[src/rtl/lts_pkg.sv]
package lts_pkg;
  localparam int unsigned LTS_DEF_CH     = 4;
  localparam int unsigned LTS_DEF_SMP_W  = 16;
  localparam int unsigned LTS_DEF_FRAME  = 64;
  localparam int unsigned LTS_DEF_THRESH = 10;
endpackage

[src/rtl/lts_level_acc.sv]
// Per-channel magnitude accumulator; snapshots the frame level at the frame's last beat.
module lts_level_acc #(
  parameter int unsigned SAMPLE_W = 16,
  parameter int unsigned ACC_W    = 23
) (
  input  logic                       clk,
  input  logic                       rst,
  input  logic                       step,
  input  logic                       last,
  input  logic signed [SAMPLE_W-1:0] sample,
  output logic        [ACC_W-1:0]    level
);
  localparam int unsigned MAG_W = SAMPLE_W - 1;
  localparam logic signed [SAMPLE_W-1:0] MOST_NEG = {1'b1, {MAG_W{1'b0}}};

  logic [MAG_W-1:0] mag;
  logic [ACC_W-1:0] acc_q;
  logic [ACC_W-1:0] acc_sum;

  always_comb begin
    if (sample == MOST_NEG) begin
      mag = {MAG_W{1'b1}};                 // saturate |min| to max positive
    end else if (sample[SAMPLE_W-1]) begin
      mag = MAG_W'(-sample);
    end else begin
      mag = sample[MAG_W-1:0];
    end
    acc_sum = acc_q + ACC_W'(mag);
  end

  always_ff @(posedge clk) begin
    if (rst) begin
      acc_q <= '0;
      level <= '0;
    end else if (step) begin
      if (last) begin
        level <= acc_sum;
        acc_q <= '0;
      end else begin
        acc_q <= acc_sum;
      end
    end
  end
endmodule

[src/rtl/lts_argmax.sv]
// Finds the loudest enabled channel; strict compare keeps the lowest index on ties.
module lts_argmax #(
  parameter int unsigned NUM_CH = 4,
  parameter int unsigned ACC_W  = 23,
  parameter int unsigned IDX_W  = 2
) (
  input  logic [NUM_CH*ACC_W-1:0] levels,
  input  logic [NUM_CH-1:0]       en,
  output logic                    win_any,
  output logic [IDX_W-1:0]        win_idx
);
  logic [ACC_W-1:0] best;

  always_comb begin
    win_any = 1'b0;
    win_idx = '0;
    best    = '0;
    for (int c = 0; c < int'(NUM_CH); c++) begin
      if (en[c] && (!win_any || levels[c*ACC_W +: ACC_W] > best)) begin
        win_any = 1'b1;
        win_idx = IDX_W'(c);
        best    = levels[c*ACC_W +: ACC_W];
      end
    end
  end
endmodule

[src/rtl/lts_win_ctrl.sv]
// Per-channel win counters with threshold hysteresis; owns the selection register.
module lts_win_ctrl #(
  parameter int unsigned NUM_CH        = 4,
  parameter int unsigned WIN_THRESHOLD = 10,
  parameter int unsigned IDX_W         = 2
) (
  input  logic             clk,
  input  logic             rst,
  input  logic             decide,
  input  logic             win_any,
  input  logic [IDX_W-1:0] win_idx,
  output logic [IDX_W-1:0] sel
);
  localparam int unsigned CNT_W = $clog2(WIN_THRESHOLD + 1);
  localparam logic [CNT_W-1:0] THR = CNT_W'(WIN_THRESHOLD);

  logic [NUM_CH-1:0] hit;

  genvar g;
  generate
    for (g = 0; g < int'(NUM_CH); g++) begin : g_cnt
      logic [CNT_W-1:0] cnt_q;
      logic [CNT_W-1:0] cnt_inc;
      logic             mine;
      assign mine    = decide && win_any && (win_idx == IDX_W'(g));
      assign cnt_inc = cnt_q + 1'b1;
      assign hit[g]  = mine && (cnt_inc == THR);
      always_ff @(posedge clk) begin
        if (rst) begin
          cnt_q <= '0;
        end else if (mine) begin
          cnt_q <= (cnt_inc == THR) ? '0 : cnt_inc;
        end
      end
    end
  endgenerate

  always_ff @(posedge clk) begin
    if (rst) begin
      sel <= '0;
    end else if (|hit) begin
      sel <= win_idx;
    end
  end
endmodule

[src/rtl/loudest_talker_sel.sv]
module loudest_talker_sel
  import lts_pkg::*;
#(
  parameter int unsigned NUM_CH        = LTS_DEF_CH,
  parameter int unsigned SAMPLE_W      = LTS_DEF_SMP_W,
  parameter int unsigned FRAME_LEN     = LTS_DEF_FRAME,
  parameter int unsigned WIN_THRESHOLD = LTS_DEF_THRESH,
  localparam int unsigned IDX_W        = $clog2(NUM_CH),
  localparam int unsigned LANES_W      = NUM_CH * SAMPLE_W
) (
  input  logic               clk,
  input  logic               rst,
  input  logic               in_valid,
  input  logic [LANES_W-1:0] in_samples,
  input  logic [NUM_CH-1:0]  ch_en,
  output logic               out_valid,
  output logic [LANES_W-1:0] out_samples,
  output logic [IDX_W-1:0]   sel_ch
);
  localparam int unsigned ACC_W = SAMPLE_W + $clog2(FRAME_LEN) + 1;
  localparam int unsigned POS_W = (FRAME_LEN > 1) ? $clog2(FRAME_LEN) : 1;
  localparam logic [POS_W-1:0] POS_LAST = POS_W'(FRAME_LEN - 1);

  logic [POS_W-1:0]        pos_q;
  logic                    frame_last;
  logic                    frame_done;
  logic [NUM_CH*ACC_W-1:0] levels;
  logic                    win_any;
  logic [IDX_W-1:0]        win_idx;
  logic [LANES_W-1:0]      cap_q;
  logic                    cap_vld_q;
  logic [SAMPLE_W-1:0]     pick;

  assign frame_last = (pos_q == POS_LAST);

  always_ff @(posedge clk) begin
    if (rst) begin
      pos_q      <= '0;
      frame_done <= 1'b0;
    end else begin
      frame_done <= in_valid && frame_last;
      if (in_valid) begin
        pos_q <= frame_last ? '0 : pos_q + 1'b1;
      end
    end
  end

  genvar g;
  generate
    for (g = 0; g < int'(NUM_CH); g++) begin : g_lvl
      lts_level_acc #(
        .SAMPLE_W (SAMPLE_W),
        .ACC_W    (ACC_W)
      ) u_acc (
        .clk    (clk),
        .rst    (rst),
        .step   (in_valid),
        .last   (frame_last),
        .sample (in_samples[g*SAMPLE_W +: SAMPLE_W]),
        .level  (levels[g*ACC_W +: ACC_W])
      );
    end
  endgenerate

  lts_argmax #(
    .NUM_CH (NUM_CH),
    .ACC_W  (ACC_W),
    .IDX_W  (IDX_W)
  ) u_argmax (
    .levels  (levels),
    .en      (ch_en),
    .win_any (win_any),
    .win_idx (win_idx)
  );

  lts_win_ctrl #(
    .NUM_CH        (NUM_CH),
    .WIN_THRESHOLD (WIN_THRESHOLD),
    .IDX_W         (IDX_W)
  ) u_win (
    .clk     (clk),
    .rst     (rst),
    .decide  (frame_done),
    .win_any (win_any),
    .win_idx (win_idx),
    .sel     (sel_ch)
  );

  // capture stage aligns samples with the decision made one cycle after a frame end
  always_ff @(posedge clk) begin
    if (rst) begin
      cap_q     <= '0;
      cap_vld_q <= 1'b0;
    end else begin
      cap_q     <= in_samples;
      cap_vld_q <= in_valid;
    end
  end

  assign pick = cap_q[sel_ch*SAMPLE_W +: SAMPLE_W];

  always_ff @(posedge clk) begin
    if (rst) begin
      out_valid   <= 1'b0;
      out_samples <= '0;
    end else begin
      out_valid   <= cap_vld_q;
      out_samples <= {NUM_CH{pick}};
    end
  end
endmodule

[config.mk]
export PLATFORM = sky130hd
export DESIGN_NAME = loudest_talker_sel
export DESIGN_NICKNAME = d
export VERILOG_FILES = /design/src/rtl/lts_pkg.sv /design/src/rtl/lts_level_acc.sv /design/src/rtl/lts_argmax.sv /design/src/rtl/lts_win_ctrl.sv /design/src/rtl/loudest_talker_sel.sv
export SDC_FILE = /design/constraint.sdc
export NUM_CORES = 1
export LEC_CHECK = 0
export BUFFER_PORTS_ARGS = -buffer_cell sky130_fd_sc_hd__buf_2
export CORE_MARGIN = 8
export CORE_UTILIZATION = 30
export CTS_CLUSTER_SIZE = 12
export DETAILED_ROUTE_END_ITERATION = 10
export GPL_TIMING_DRIVEN = 1
export PLACE_DENSITY = 0.54
export SYNTH_ARGS = -nofsm -noshare
export SYNTH_HDL_FRONTEND = slang
export SYNTH_SLANG_ARGS = --single-unit
[constraint.sdc]
create_clock -name clk -period 8.7 [get_ports clk]
set_input_delay 0 -clock clk [delete_from_list [all_inputs] [get_ports clk]]
set_output_delay 0 -clock clk [all_outputs]
set_load 0.05 [all_outputs]
### After elaboration in Yosys (flattened, before gate mapping)

Index checks and enable logic that the tools add are counted.

| storage, ports and cells | value |
|---|---|
| register bits | 339 |
| bits of input ports | 71 |
| logic and storage cells | 97 |

| cells by class | value |
|---|---|
| $add $sub $neg | 13 |
| magnitude comparators | 3 |
| equal/unequal tests | 12 |
| shift-type cells | 1 |
| multiplexer cells | 27 |
| reduce and logical (&&, ||, !) cells | 22 |

Operators by type and width:

| kind | count |
|---|---|
| 2-to-1 mux 23 bit | 7 |
| 2-to-1 mux 15 bit | 8 |
| adder 23 x 15 -> 23 bit | 4 |
| greater-than comparator 23 bit | 3 |
| equality test 16 bit, second input constant | 4 |
| variable part select 64 x 7 -> 16 bit | 1 |
| negation 15 bit | 4 |
| adder 4 x 1 -> 4 bit, second input constant | 4 |
| equality test 4 bit, second input constant | 4 |
| 2-to-1 mux 4 bit | 4 |
| logical AND 1 bit | 13 |
| adder 6 x 1 -> 6 bit, second input constant | 1 |
| equality test 6 bit, second input constant | 1 |
| 2-to-1 mux 6 bit | 1 |
| 2-to-1 mux 1 bit | 5 |
| equality test 2 bit, second input constant | 2 |
| 2-to-1 mux 2 bit | 2 |
| OR reduction 4 bit | 1 |
| zero test 1 bit | 3 |
| logical OR 1 bit | 3 |
| equality test 2 x 1 -> 1 bit, second input constant | 1 |
| zero test 2 bit | 1 |
| AND reduction 2 bit | 1 |

### Longest topological paths before layout

| depth | value |
|---|---|
| depth in word-level cells | 17 |
| gate-level depth with buffers | 31 |
| mapped depth without buffers | 25 |

### Cells and area by module

From an unflattened synthesis, not the netlist that was laid out.

| second synthesis, totals | value |
|---|---|
| cells, all modules | 2452 |
| area, all modules | 19995.4 µm² |

Modules (own cells, without submodules):

| module | instances | cells an instance | area an instance (µm²) |
|---|---|---|---|
| lts_level_acc (g_lvl[0].u_acc ...) | 3 | 425 | 3209.3 |
| lts_level_acc (g_lvl[3].u_acc) | 1 | 467 | 3529.6 |
| loudest_talker_sel | 1 | 276 | 3339.5 |
| lts_argmax | 1 | 296 | 2349.8 |
| lts_win_ctrl | 1 | 138 | 1148.6 |

### Least setup slack after synthesis

No wires, ideal clock.

| path | value |
|---|---|
| kind | input -> register |
| start point | input port ch_en[0] |
| end point | register u_win.g_cnt[0].cnt_q[1] |
| library setup time | 0.070 ns |
| arrival time | 6.910 ns |
| data required time | 8.630 ns |
| slack | 1.719 ns |
| cell stages on the path | 29 |
| cells stage by stage | clkbuf_1 clkbuf_1 nand2_1 ha_1 nand4_1 nor4_1 o21ai_0 a31oi_1 clkbuf_1 buf_1 a21oi_1 ha_1 and4_1 nor4bb_1 a21boi_0 nand2_1 clkbuf_1 clkbuf_1 nor2_1 a21o_1 ha_1 and3_1 a221o_1 a2111oi_2 o211ai_1 a221oi_4 nand3b_2 or3_1 a21oi_1 |

| between the ends | value |
|---|---|
| word-level cells in the longest chain between the ends | 15 |
| elaborated cells between the ends (all ways) | 25 |
| classes of those cells | order compare: 3; mux: 10; reduce/logical: 12 |

RTL lines:

| element | line | RTL |
|---|---|---|
| start, declared | loudest_talker_sel.sv:15 | `input logic [NUM_CH-1:0] ch_en,` |
| 2-to-1 mux 23 bit / 2-to-1 mux 1 bit (equally long branches) | lts_argmax.sv:19 | `if (en[c] && (!win_any \|\| levels[c*ACC_W +: ACC_W] > best)) begin` |
| greater-than comparator 23 bit / zero test 1 bit (equally long branches) | lts_argmax.sv:19 |  |
| logical OR 1 bit | lts_argmax.sv:19 |  |
| logical AND 1 bit | lts_argmax.sv:19 |  |
| 2-to-1 mux 23 bit / 2-to-1 mux 1 bit (equally long branches) | lts_argmax.sv:19 |  |
| greater-than comparator 23 bit / zero test 1 bit (equally long branches) | lts_argmax.sv:19 |  |
| logical OR 1 bit | lts_argmax.sv:19 |  |
| logical AND 1 bit | lts_argmax.sv:19 |  |
| 2-to-1 mux 23 bit / 2-to-1 mux 1 bit (equally long branches) | lts_argmax.sv:19 |  |
| greater-than comparator 23 bit / zero test 1 bit (equally long branches) | lts_argmax.sv:19 |  |
| logical OR 1 bit | lts_argmax.sv:19 |  |
| logical AND 1 bit | lts_argmax.sv:19 |  |
| 2-to-1 mux 2 bit / 2-to-1 mux 1 bit (equally long branches) | lts_argmax.sv:19 |  |
| zero test 2 bit / logical AND 1 bit (equally long branches) | lts_win_ctrl.sv:25 | `assign mine = decide && win_any && (win_idx == IDX_W'(g));` |
| logical AND 1 bit (*) | lts_win_ctrl.sv:25 |  |
| end signal, assigned | lts_win_ctrl.sv:32 | `cnt_q <= (cnt_inc == THR) ? '0 : cnt_inc;` |
| end, declared | lts_win_ctrl.sv:22 | `logic [CNT_W-1:0] cnt_q;` |

Every way passes the cells marked *; elsewhere a longest branch is shown, timed or not.
A chain may end at the register's enable or synchronous reset.

### Worst setup path in the final report

| path | value |
|---|---|
| start point | register g_lvl[0].u_acc.level[21] |
| end point | register u_win.g_cnt[0].cnt_q[1] |

| between the ends | value |
|---|---|
| word-level cells in the longest chain between the ends | 15 |
| elaborated cells between the ends (all ways) | 23 |
| classes of those cells | order compare: 3; mux: 9; reduce/logical: 11 |

RTL lines:

| element | line | RTL |
|---|---|---|
| start, declared | lts_level_acc.sv:11 | `output logic [ACC_W-1:0] level` |
| start signal, assigned | lts_level_acc.sv:37 | `level <= acc_sum;` |
| 2-to-1 mux 23 bit (*) | lts_argmax.sv:19 |  |
| greater-than comparator 23 bit | lts_argmax.sv:19 |  |
| logical OR 1 bit | lts_argmax.sv:19 |  |
| logical AND 1 bit | lts_argmax.sv:19 |  |
| 2-to-1 mux 23 bit / 2-to-1 mux 1 bit (equally long branches) | lts_argmax.sv:19 |  |
| greater-than comparator 23 bit / zero test 1 bit (equally long branches) | lts_argmax.sv:19 |  |
| logical OR 1 bit | lts_argmax.sv:19 |  |
| logical AND 1 bit | lts_argmax.sv:19 |  |
| 2-to-1 mux 23 bit / 2-to-1 mux 1 bit (equally long branches) | lts_argmax.sv:19 |  |
| greater-than comparator 23 bit / zero test 1 bit (equally long branches) | lts_argmax.sv:19 |  |
| logical OR 1 bit | lts_argmax.sv:19 |  |
| logical AND 1 bit | lts_argmax.sv:19 |  |
| 2-to-1 mux 2 bit / 2-to-1 mux 1 bit (equally long branches) | lts_argmax.sv:19 |  |
| zero test 2 bit / logical AND 1 bit (equally long branches) | lts_win_ctrl.sv:25 |  |
| logical AND 1 bit (*) | lts_win_ctrl.sv:25 |  |

Marks and branches as above.

==> impl_results.md <==
- Status: completed
- Global-route wire length before repair: 80.5 mm
- Core area: 56500 um2
- Vias/cell: 5.09
- Hold_sp: ch_en[3]
- Worst hold endpoint: u_win.g_cnt[2].cnt_q[2]
- TNS Setup: 0 ps
- Finished Layout Cells: 2951
- Critical path fanouts, max: 27
- Post-synth top flop: dfxtp_1
- Clock latency at the later pin of the worst-skew pair: 560 ps
- Startpoint types: flip-flop
- PwrDens: 193 nW/um2
- Grt ovf: 0
- Reg2Reg Setup Slack: 1040 ps
- Worst Path Arrival: 8120 ps
- Post-synthesis adder-cell area fraction: 10.8%
- DP HPWL: 37.5 mm
- DRC viols: 0
- Max Root-Sink Buffers: 3
- Minimum clock period: 7660 ps
- Area grow syn2layout: 17.6%
- Reg2reg path depth: 26
- Htree depth: 2
- Row count: 87
- DRT iter0 DRCs: 839
- VDD IR max: 0.139 mV
- Worst hold stages: 6
- Seq/Total Area, Yosys: 34.0%
- Final Setup Violations: 0
- Simple-gate share of the synthesized area: 20.6%
- RSZ-0062 raised after global routing: no
- Via count: 15000
- Placed cell count: 2810
- CTS resizes: 0
- Clock Skew: 37.8 ps
- Root Driver: clkbuf_16
- Gr usage total: 15.5%
- Count of cell types in the netlist: 77
- Clk pin slew, worst setup/hold paths: 60 ps
- # clock sinks: 291
- Post-Syn Area: 17200 um2
- Placed inst area: 18200 um2
- DRT Wirelength: 51.3 mm
- Most frequent cells in the layout: 291 x dfxtp_1, 247 x nand2_1, 196 x nor2_1
- Post-synthesis compound-gate area fraction: 19.7%
- Avg Cell Area, Syn: 8.36 um2
- Total Die Area: 65100 um2
- Tcrit/Tclk final: 88.1%
- Syn Nets: 2268
- Relative slew slack: 28.2%
- Synth Register Bits: 291
- Post-synth EDFFs: 0
- Initial Util: 30.4%
- Main combinational cell family by area after synthesis: simple AND/OR/NAND/NOR gates
- DR pass1 iterations: 5
- Mux cell area share after synthesis: 2.67%
- CP Data Required Time: 9150 ps
- Number of synthesis warnings: 0
- Ports: 138
- HP Class: primary input to flip-flop
- Total Nets Final: 2389
- ANT nets after route: 0
- Global placer's final weighted congestion: 0.867
- CP Capture Type: flip-flop
- Initial antenna violation count: 5
- Commonest non-fill, non-tap cell in the layout: dfxtp_1
- Layout cells sized above 1: 11.8%
- Power, Total: 3.88 mW
- Post-route cell area: 20200 um2
- FF-to-FF End: u_win.g_cnt[0].cnt_q[1]
- Final Hold Violating Endpoints: 0
- Vias in the first global route: 14600
- Post-Synthesis Cells: 2051
- WL per Instance: 17.4 um
- Post-Synth XOR/XNOR Area: 6.89%
- Max Cap Viol: 0
- Ys async rst share: 0%
- PortBufs: 137
- Slew at the pin closest to its max-slew limit: 1080 ps
- Die Ht: 255 um
- CTS tree: done
- Clock buffer count from CTS: 34
- Max Fclk: 0.130 GHz
- Die Span X: 255 um
- Worst R2R Start: g_lvl[0].u_acc.level[21]
- Max-slew violation count: 0
- Postcts setup bufs: 0
- Critical path class: flip-flop to flip-flop
- Pleak: 8.31 nW
- Largest net degree at the start of global routing: 85
==> timing repair <==
| action | 4_1_cts | 5_1_grt |
|---|---|---|
| hold buffers | 82 | 0 |
| hold endpoints to repair | 110 | 0 |
| setup endpoints to repair | 0 | 0 |
==> power breakdown <==
| group | internal, mW | total [mW] | switching, mW |
|---|---|---|---|
| Combinational | 0.366 | 0.922 | 0.556 |
| Clock | 0.900 | 1.50 | 0.595 |
| Sequential | 1.41 | 1.47 | 0.0551 |
| Total | 2.68 | 3.88 | 1.21 |
==> worst max-delay path by stage <==
| stage | depth (start not counted) | slack, ps | from | to |
|---|---|---|---|---|
| floorplan | 29 | 1720 | ch_en[0] | u_win.g_cnt[0].cnt_q[1] |
| global placement | 25 | 1170 | ch_en[0] | u_win.g_cnt[0].cnt_q[1] |
| finish | 26 | 1040 | g_lvl[0].u_acc.level[21] | u_win.g_cnt[0].cnt_q[1] |
| detailed placement | 27 | 930 | ch_en[0] | u_win.g_cnt[0].cnt_q[1] |
| CTS | 26 | 1050 | g_lvl[0].u_acc.level[21] | u_win.g_cnt[0].cnt_q[1] |
| global route | 26 | 250 | g_lvl[0].u_acc.level[20] | u_win.g_cnt[0].cnt_q[0] |
==> state kept, by name (all words and copies together) (netlist names) <==
| register | cells |
|---|---|
| g_lvl.u_acc.acc_q | 92 |
| g_lvl.u_acc.level | 92 |
| cap_q | 64 |
| out_samples | 16 |
| u_win.g_cnt.cnt_q | 16 |
| pos_q | 6 |
| u_win.sel | 2 |
| cap_vld_q | 1 |
| frame_done | 1 |
| out_valid | 1 |
==> cells in the mapped netlist (all sizes together), types with 6 or more instances <==
cell type  number  share of area (%)
xnor2          67                3.4
nand2b         12               0.44
nor3           31               0.90
xor2           68                3.5
or3            29                1.1
a21oi         160                4.7
o21ai          76                2.2
clkbuf         90                2.0
nor2          201                4.4
a22o           45                2.3
and2           10               0.36
o41ai           8               0.41
a22oi          43                1.9
o211ai         11               0.48
o31ai          18               0.79
or4             7               0.31
nand4          19               0.69
mux2            6               0.39
and3           15               0.55
o21a           19               0.83
ha            142                 10
a31oi          15               0.55
dfxtp         291                 34
inv            47                1.0
nor2b          86                3.1
nand3b         11               0.50
nand2         247                5.4
a21o           35                1.5
or2            12               0.44
nand3          50                1.5
a211oi         32                1.4
mux4           16                2.1
buf            58                2.4
==> layer usage <==
metal / wire (um) / up-vias / GRT usage [%]
li1: - / 7490 / -
met1: 23400 / 7115 / 19.8
met2: 23700 / 341 / 26.3
met3: 2550 / 81 / 2.40
met4: 1690 / 2 / 5.44
met5: 12 / - / 0
==> critical path: stages, from the launching register on <==
cell	delay (ps)
dfxtp_1	320
nand2_1	70
ha_1	340
nand4_1	160
nor4_1	450
o21ai_0	260
a31oi_4	620
buf_4	420
nor2_1	90
a21oi_1	170
ha_1	270
a211oi_1	270
nor2_1	80
o31ai_1	230
o2111ai_1	160
nand2_1	580
buf_4	300
mux2_2	340
ha_1	300
a21oi_1	150
a21oi_1	70
o311ai_0	400
o211ai_1	260
a221oi_4	500
nand3b_2	180
or3_1	400
a21oi_1	160
==> through the flow <==
stage                     hold slack, ps  utilization, %  worst slack, ps
after global placement               261            32.2             1170
after global routing                 160            35.7              250
final                                123            35.7             1040
after detailed placement             263            32.2              928
after floorplan                      128               -             1720
after CTS                            117            35.7             1050
==> cells by family (layout without fill, tap and decap cells) <==
group	count (synthesis)	count (layout)
other	0	1
adders and majority gates	146	146
muxes	25	25
buffers and inverters	195	338
DFF	291	291
AOI/OAI and AO/OA	511	511
xor gates and xnor gates	135	135
and+or+nand+nor	748	748
==> layout make-up <==
cell class,instances,area [um2]
Clock buffer,47,970
Tap cell,756,946
Inverter,47,176
Antenna cell,1,2.50
Clock inverter,11,178
Fill cell,5738,36300
Timing Repair Buffer,233,1620
Multi-Input combinational cell,1565,10500
Sequential cell,291,5830
No activity file was read; power rests on OpenSTA's default activity.
